File: src/rtl/alarm_timer64_pkg.sv
package alarm_timer64_pkg;

    parameter int PSC_W   = 16;
    parameter int PSC_LSB = 16;
    parameter int ADR_W   = 3;

    localparam logic [ADR_W-1:0] ADR_CFG  = 3'd0;
    localparam logic [ADR_W-1:0] ADR_ALO  = 3'd1;
    localparam logic [ADR_W-1:0] ADR_AHI  = 3'd2;
    localparam logic [ADR_W-1:0] ADR_LLO  = 3'd3;
    localparam logic [ADR_W-1:0] ADR_LHI  = 3'd4;
    localparam logic [ADR_W-1:0] ADR_SNAP = 3'd5;
    localparam logic [ADR_W-1:0] ADR_LOAD = 3'd6;

    typedef struct packed {
        logic [PSC_W-1:0] presc;
        logic             edge_en;
        logic             lvl_en;
        logic             arm;
        logic             auto_rld;
        logic             count_up;
        logic             run;
    } tmr_cfg_t;

    localparam tmr_cfg_t CFG_RST = '{
        presc:    PSC_W'(1),
        edge_en:  1'b0,
        lvl_en:   1'b0,
        arm:      1'b0,
        auto_rld: 1'b1,
        count_up: 1'b1,
        run:      1'b0
    };

endpackage

File: src/rtl/alarm_timer64_regs.sv
module alarm_timer64_regs
    import alarm_timer64_pkg::*;
#(
    parameter int DATA_W = 32,
    localparam int CNT_W = 2 * DATA_W
) (
    input  logic              clk,
    input  logic              rst_n,
    input  logic              wr_en,
    input  logic [ADR_W-1:0]  wr_addr,
    input  logic [DATA_W-1:0] wr_data,
    input  logic              alarm_hit,
    output tmr_cfg_t          cfg,
    output logic [CNT_W-1:0]  alarm_val,
    output logic [CNT_W-1:0]  load_val,
    output logic              snap_stb,
    output logic              load_stb
);

    typedef struct packed {
        tmr_cfg_t         cfg;
        logic [CNT_W-1:0] alarm;
        logic [CNT_W-1:0] load;
    } reg_st_t;

    reg_st_t s_d, s_q;

    always_comb begin
        s_d      = s_q;
        snap_stb = 1'b0;
        load_stb = 1'b0;
        if (wr_en) begin
            case (wr_addr)
                ADR_CFG: begin
                    s_d.cfg.run      = wr_data[0];
                    s_d.cfg.count_up = wr_data[1];
                    s_d.cfg.auto_rld = wr_data[2];
                    s_d.cfg.arm      = wr_data[3];
                    s_d.cfg.lvl_en   = wr_data[4];
                    s_d.cfg.edge_en  = wr_data[5];
                    s_d.cfg.presc    = wr_data[PSC_LSB +: PSC_W];
                end
                ADR_ALO:  s_d.alarm[DATA_W-1:0]     = wr_data;
                ADR_AHI:  s_d.alarm[CNT_W-1:DATA_W] = wr_data;
                ADR_LLO:  s_d.load[DATA_W-1:0]      = wr_data;
                ADR_LHI:  s_d.load[CNT_W-1:DATA_W]  = wr_data;
                ADR_SNAP: snap_stb = 1'b1;
                ADR_LOAD: load_stb = 1'b1;
                default: ;
            endcase
        end
        // the hardware disarm overrides a concurrent software write
        if (alarm_hit) s_d.cfg.arm = 1'b0;
    end

    always_ff @(posedge clk or negedge rst_n) begin
        if (!rst_n) begin
            s_q.cfg   <= CFG_RST;
            s_q.alarm <= '0;
            s_q.load  <= '0;
        end else begin
            s_q <= s_d;
        end
    end

    assign cfg       = s_q.cfg;
    assign alarm_val = s_q.alarm;
    assign load_val  = s_q.load;


    arm_self_clear_chk: assert property (@(posedge clk) disable iff (!rst_n)
        alarm_hit |=> !cfg.arm);

endmodule

File: src/rtl/alarm_timer64_presc.sv
module alarm_timer64_presc
    import alarm_timer64_pkg::*;
(
    input  logic             clk,
    input  logic             rst_n,
    input  logic             run,
    input  logic [PSC_W-1:0] presc,
    output logic             tick
);

    localparam logic [PSC_W-1:0] P_ONE = PSC_W'(1);

    typedef struct packed {
        logic [PSC_W-1:0] cnt;
    } psc_st_t;

    psc_st_t s_d, s_q;
    logic [PSC_W-1:0] lim;

    always_comb begin
        // terminal value is divisor minus one
        if (presc == '0)        lim = '1;
        else if (presc == P_ONE) lim = P_ONE;
        else                     lim = presc - P_ONE;

        // >= lets a shrinking divisor take effect at once
        tick  = run && (s_q.cnt >= lim);
        s_d   = s_q;
        if (!run || tick) s_d.cnt = '0;
        else              s_d.cnt = s_q.cnt + P_ONE;
    end

    always_ff @(posedge clk or negedge rst_n) begin
        if (!rst_n) s_q <= '0;
        else        s_q <= s_d;
    end


    tick_needs_run_chk: assert property (@(posedge clk) disable iff (!rst_n)
        tick |-> run);


    no_back_to_back_tick_chk: assert property (@(posedge clk) disable iff (!rst_n)
        tick |=> !tick);

endmodule

File: src/rtl/alarm_timer64_core.sv
module alarm_timer64_core
    import alarm_timer64_pkg::*;
#(
    parameter int CNT_W = 64
) (
    input  logic             clk,
    input  logic             rst_n,
    input  logic             tick,
    input  tmr_cfg_t         cfg,
    input  logic [CNT_W-1:0] alarm_val,
    input  logic [CNT_W-1:0] load_val,
    input  logic             snap_stb,
    input  logic             load_stb,
    input  logic             irq_clr,
    output logic [CNT_W-1:0] snap,
    output logic             irq_level,
    output logic             irq_edge,
    output logic             alarm_hit
);

    localparam logic [CNT_W-1:0] C_ONE = CNT_W'(1);

    typedef struct packed {
        logic [CNT_W-1:0] cnt;
        logic [CNT_W-1:0] snap;
        logic             lvl;
        logic             edg;
    } core_st_t;

    core_st_t s_d, s_q;
    logic [CNT_W-1:0] stepped;

    always_comb begin
        stepped   = cfg.count_up ? (s_q.cnt + C_ONE) : (s_q.cnt - C_ONE);
        alarm_hit = tick && cfg.arm && (stepped == alarm_val);

        s_d = s_q;
        if (load_stb)
            s_d.cnt = load_val;
        else if (tick)
            s_d.cnt = (alarm_hit && cfg.auto_rld) ? load_val : stepped;

        if (snap_stb) s_d.snap = s_q.cnt;

        if (alarm_hit && cfg.lvl_en) s_d.lvl = 1'b1;
        else if (irq_clr)            s_d.lvl = 1'b0;

        s_d.edg = alarm_hit && cfg.edge_en;
    end

    always_ff @(posedge clk or negedge rst_n) begin
        if (!rst_n) s_q <= '0;
        else        s_q <= s_d;
    end

    assign snap      = s_q.snap;
    assign irq_level = s_q.lvl;
    assign irq_edge  = s_q.edg;


    count_hold_chk: assert property (@(posedge clk) disable iff (!rst_n)
        (!tick && !load_stb) |=> $stable(s_q.cnt));


    sw_load_chk: assert property (@(posedge clk) disable iff (!rst_n)
        load_stb |=> (s_q.cnt == $past(load_val)));


    snap_stable_chk: assert property (@(posedge clk) disable iff (!rst_n)
        !snap_stb |=> $stable(snap));


    level_release_chk: assert property (@(posedge clk) disable iff (!rst_n)
        $fell(irq_level) |-> $past(irq_clr));


    edge_single_chk: assert property (@(posedge clk) disable iff (!rst_n)
        irq_edge |=> !irq_edge);

endmodule

File: src/rtl/alarm_timer64.sv
module alarm_timer64
    import alarm_timer64_pkg::*;
#(
    parameter int DATA_W = 32
) (
    input  logic              clk,
    input  logic              rst_n,
    input  logic              wr_en,
    input  logic [ADR_W-1:0]  wr_addr,
    input  logic [DATA_W-1:0] wr_data,
    input  logic              irq_clr,
    output logic [DATA_W-1:0] snap_lo,
    output logic [DATA_W-1:0] snap_hi,
    output logic              irq_level,
    output logic              irq_edge
);

    localparam int CNT_W = 2 * DATA_W;

    tmr_cfg_t         cfg;
    logic [CNT_W-1:0] alarm_val;
    logic [CNT_W-1:0] load_val;
    logic [CNT_W-1:0] snap;
    logic             snap_stb;
    logic             load_stb;
    logic             tick;
    logic             alarm_hit;

    alarm_timer64_regs #(.DATA_W(DATA_W)) u_regs (
        .clk       (clk),
        .rst_n     (rst_n),
        .wr_en     (wr_en),
        .wr_addr   (wr_addr),
        .wr_data   (wr_data),
        .alarm_hit (alarm_hit),
        .cfg       (cfg),
        .alarm_val (alarm_val),
        .load_val  (load_val),
        .snap_stb  (snap_stb),
        .load_stb  (load_stb)
    );

    alarm_timer64_presc u_presc (
        .clk   (clk),
        .rst_n (rst_n),
        .run   (cfg.run),
        .presc (cfg.presc),
        .tick  (tick)
    );

    alarm_timer64_core #(.CNT_W(CNT_W)) u_core (
        .clk       (clk),
        .rst_n     (rst_n),
        .tick      (tick),
        .cfg       (cfg),
        .alarm_val (alarm_val),
        .load_val  (load_val),
        .snap_stb  (snap_stb),
        .load_stb  (load_stb),
        .irq_clr   (irq_clr),
        .snap      (snap),
        .irq_level (irq_level),
        .irq_edge  (irq_edge),
        .alarm_hit (alarm_hit)
    );

    assign snap_lo = snap[DATA_W-1:0];
    assign snap_hi = snap[CNT_W-1:DATA_W];

endmodule

File: config.mk
export PLATFORM = sky130hd
export DESIGN_NAME = alarm_timer64
export DESIGN_NICKNAME = d
export VERILOG_FILES = /design/src/rtl/alarm_timer64_pkg.sv /design/src/rtl/alarm_timer64_regs.sv /design/src/rtl/alarm_timer64_presc.sv /design/src/rtl/alarm_timer64_core.sv /design/src/rtl/alarm_timer64.sv
export SDC_FILE = /design/constraint.sdc
export NUM_CORES = 1
export LEC_CHECK = 0
export BUFFER_PORTS_ARGS = -buffer_cell sky130_fd_sc_hd__buf_2
export CAP_MARGIN = 30
export CORE_MARGIN = 2
export CORE_UTILIZATION = 40
export DETAILED_ROUTE_END_ITERATION = 8
export PLACE_DENSITY_LB_ADDON = 0.05
export RECOVER_POWER = 50
export SLEW_MARGIN = 10
export SYNTH_ARGS = -nofsm -noshare
export SYNTH_HDL_FRONTEND = slang
export SYNTH_SLANG_ARGS = --single-unit
File: constraint.sdc
create_clock -name clk -period 5.1 [get_ports clk]
set_input_delay 0.51 -clock clk [delete_from_list [all_inputs] [get_ports clk]]
set_output_delay 0.51 -clock clk [all_outputs]
set_load 0.02 [all_outputs]
==> results.json <==
{
  "drv_slew": 286,
  "cts_buffers": 36,
  "synth_top_family_by_area": "simple AND/OR/NAND/NOR gates",
  "fmax_ghz": 0.191,
  "grt_remaining_overflow": 0,
  "p_per_area_nw_per_um2": 637,
  "num_antenna_cells": 0,
  "p_leak_nw": 11.4,
  "htree_levels": 2,
  "synthXorXnorAreaFrac_pct": 6.78,
  "ioPinCount": 105,
  "fill_cells": 4725,
  "die_area_sq_um": 53300,
  "irDropWorstVdd_uv": 398,
  "synth_nets": 2251,
  "cpMaxStageDelayCell": "dfstp_2",
  "wl_per_cell_um": 27.9,
  "yosys-mux-area-fraction_pct": 10.8,
  "cts.reportedPaths.clkPinSlew_ps": 60,
  "finalCritPeriodShare_pct": 103,
  "synthTopCellsByCount": "dfrtp_1 (293), mux2_2 (194), nand2_1 (183)",
  "seq_area_frac_synth_pct": 36.0,
  "syn_to_final_growth_pct": 31.4,
  "firstDrtPassIters": 7,
  "dpl_cell_area_sq_um": 24500,
  "fin_area_sq_um": 27100,
  "setup_viol": 62,
  "syn_area_per_cell_sq_um": 9.67,
  "cp_max_fo": 9,
  "path_class": "flop to flop",
  "place_hpwl_mm": 71.9,
  "die_h_um": 231,
  "drc_errors": 0,
  "rows": 83,
  "dp.cells": 3196,
  "core_sq_um": 51100,
  "synth_area_sq_um": 20600,
  "cts_num_sinks": 296,
  "grt_setup_unrepaired": "yes",
  "async_flop_share_pct": 100,
  "nets": 2722,
  "crit_arrival_ps": 5740,
  "wirelength_mm": 92.2,
  "clockRootBuffer": "clkbuf_16",
  "yosysMostFrequentCell": "dfrtp_1",
  "initial_utilization_pct": 40.3,
  "ys_seq_elements": 296,
  "hold_ws_ps": 237,
  "synthAdderAreaFrac_pct": 5.02,
  "final.setup.worst_slack_ps": -145,
  "synth_top_area_cell": "dfrtp_1",
  "multiInputGateArea_sq_um": 12900,
  "slew_headroom_pct": -107,
  "min_period_ps": 5250,
  "ant_nets": 0,
  "drv_cap": 5,
  "synth_ff_type": "dfrtp_1",
  "drive_gt1_share_pct": 39.5,
  "ys_types": 105,
  "portBuffers": 104,
  "detail_route.iter0.violations": 1986,
  "viasPerCell": 5.95,
  "antenna_found_initial": 4,
  "violations": "capacitance limit, slew limit, setup timing",
  "cts_tree": "built",
  "netlist_top_cells_area": "dfrtp_1 (36%), mux2_2 (11%), ha_1 (4.9%), nand2_1 (3.3%), xnor2_1 (3.2%)",
  "synth-edff-count": 0,
  "num_vias": 19685,
  "status": "finished, violations left",
  "grt_pass1_wl_mm": 133,
  "grtUsageTotal_pct": 34.4,
  "cts_buffer_depth": 3,
  "critPathLaunchType": "flop",
  "yosysWarnings": 0,
  "worstSetupEndpointType": "flop",
  "synthCells": 2130,
  "synth_top_area_share_pct": 35.6,
  "worstMarginPinSlew_ps": 3110,
  "die_w_um": 231,
  "path_buf_inv": 12,
  "fin_skew_ps": 18.9,
  "grt_pass1_vias": 18966,
  "min_path_type": "primary input to flop",
  "synth-compound-area-share_pct": 17.8,
  "grt_start_max_net_pins": 125,
  "instances_no_fill": 3307,
  "critPathTopFamily": "buffers and inverters",
  "synthSimpleGateAreaFrac_pct": 17.9,
  "place_congestion": 1.00,
  "finalHoldViolCount": 0,
  "worstPathRequired_ps": 5600,
  "insertion_delay_ps": 560,
  "critical-path-max-stage-delay_ps": 560,
  "regArea_sq_um": 7410
}
-- tightest hold or removal path, delay by kind of cell --
| kind | cells | cell delay (ps) |
|---|---|---|
| AO/OA/AOI/OAI | 1 | 70 |
| buffers and inverters | 1 | 120 |
| AND/OR/NAND/NOR | 1 | 50 |
-- cell families (layout without fill, tap and decap cells) --
logic type | after synthesis | count (layout)
and+or+nand+nor | 705 | 705
AOI/OAI and AO/OA | 494 | 494
DFF | 296 | 296
buffers and inverters | 212 | 709
muxes | 199 | 199
xor gates and xnor gates | 142 | 142
adders and majority gates | 82 | 82
-- stage by stage --
stage / power, W / setup slack [ps] / setup TNS [ps] / utilization [%]
floorplan: 0.00883 / -97.2 / -5490 / -
global placement: 0.0135 / -384 / -23020 / 48.0
detailed placement: 0.0135 / -296 / -16590 / 48.0
CTS: 0.0168 / 0.775 / 0 / 52.4
global route: 0.0181 / -273 / -13290 / 53.0
finish: 0.0173 / -145 / -5710 / 53.0
-- timing repair --
item / CTS / global route
pin swaps: 39 / 29
endpoints found under the setup margin: 67 / 67
hold endpoints to repair: 32 / 0
hold buffers: 1 / 0
gates cloned: 6 / 0
gates resized for setup: 135 / 57
buffers inserted: 31 / 11
-- final cells by class --
type	instances	share of cell area, %
tap	680	3.14
multi-input combinational	1622	47.5
inverter	38	0.541
sequential	296	27.4
timing repair buffer	607	16.8
clock buffer	44	3.63
clock inverter	20	0.961
-- flip-flops by register name, summed over array words and instances, names as in the netlist --
name              cells
u_core.s_q           64
u_regs.alarm_val     64
u_regs.load_val      64
u_core.irq_edge       1
u_presc.s_q          16
u_core.irq_level      1
u_core.snap          64
u_regs.cfg           22
-- cells in the final DEF, fill, tap and decap left out, types with 10 or more instances in the layout --
| master | n |
|---|---|
| clkbuf_16 | 38 |
| o21bai_1 | 10 |
| xor2_1 | 51 |
| xnor2_1 | 73 |
| nand2_1 | 176 |
| nand3_1 | 51 |
| a21oi_1 | 97 |
| buf_12 | 14 |
| a211oi_1 | 11 |
| o2111ai_1 | 14 |
| nor3_1 | 34 |
| a21o_1 | 16 |
| buf_6 | 11 |
| o21ai_1 | 22 |
| mux2_2 | 193 |
| nor2_1 | 128 |
| nand4_1 | 69 |
| o21a_1 | 13 |
| o221a_1 | 53 |
| buf_2 | 40 |
| buf_4 | 464 |
| or3_1 | 11 |
| and3_1 | 16 |
| inv_1 | 36 |
| nor2b_1 | 16 |
| nand2b_1 | 16 |
| ha_1 | 61 |
| o211ai_1 | 15 |
| o21ai_0 | 68 |
| ha_4 | 11 |
| a21oi_2 | 34 |
| or2_2 | 53 |
| dfrtp_1 | 293 |
| nor4_1 | 18 |
| clkbuf_1 | 74 |
| nand4b_1 | 10 |
-- power by group --
| group | internal (W) | total, W | switching [W] |
|---|---|---|---|
| Combinational | 0.00488 | 0.0110 | 0.00612 |
| Sequential | 0.00295 | 0.00352 | 0.000564 |
| Clock | 0.00164 | 0.00274 | 0.00110 |
| Total | 0.00947 | 0.0173 | 0.00778 |
-- routing by layer --
layer | global-route usage (%) | wire length, um | vias up | share of wire, %
met4 | 10.3 | 3280 | 0 | 3.6
met1 | 49.5 | 42000 | 9958 | 46
met3 | 5.40 | 6790 | 147 | 7.4
met2 | 53.0 | 40200 | 752 | 44
met5 | 0 | 0 | - | 0
li1 | - | - | 8828 | -
-- final timing paths --
kind                                            from                               to  slack [ps]  depth (start not counted)
max                        u_regs.cfg[1]$_DFFE_PN1P_      u_core.s_q[101]$_DFFE_PN0P_        -150                         25
min                                       wr_data[9]  u_regs.alarm_val[9]$_DFFE_PN0P_         240                          3
max in group asynchronous                      rst_n        u_presc.s_q[13]$_DFF_PN0_         910                          3
min in group asynchronous                      rst_n      u_core.snap[34]$_DFFE_PN0P_        1100                          2
min reg2reg                u_regs.cfg[4]$_DFFE_PN0P_     u_core.irq_level$_DFFE_PN0P_         480                          1
max reg2reg                u_regs.cfg[1]$_DFFE_PN1P_      u_core.s_q[101]$_DFFE_PN0P_        -150                         25
Power figures use the tool's default switching activity.
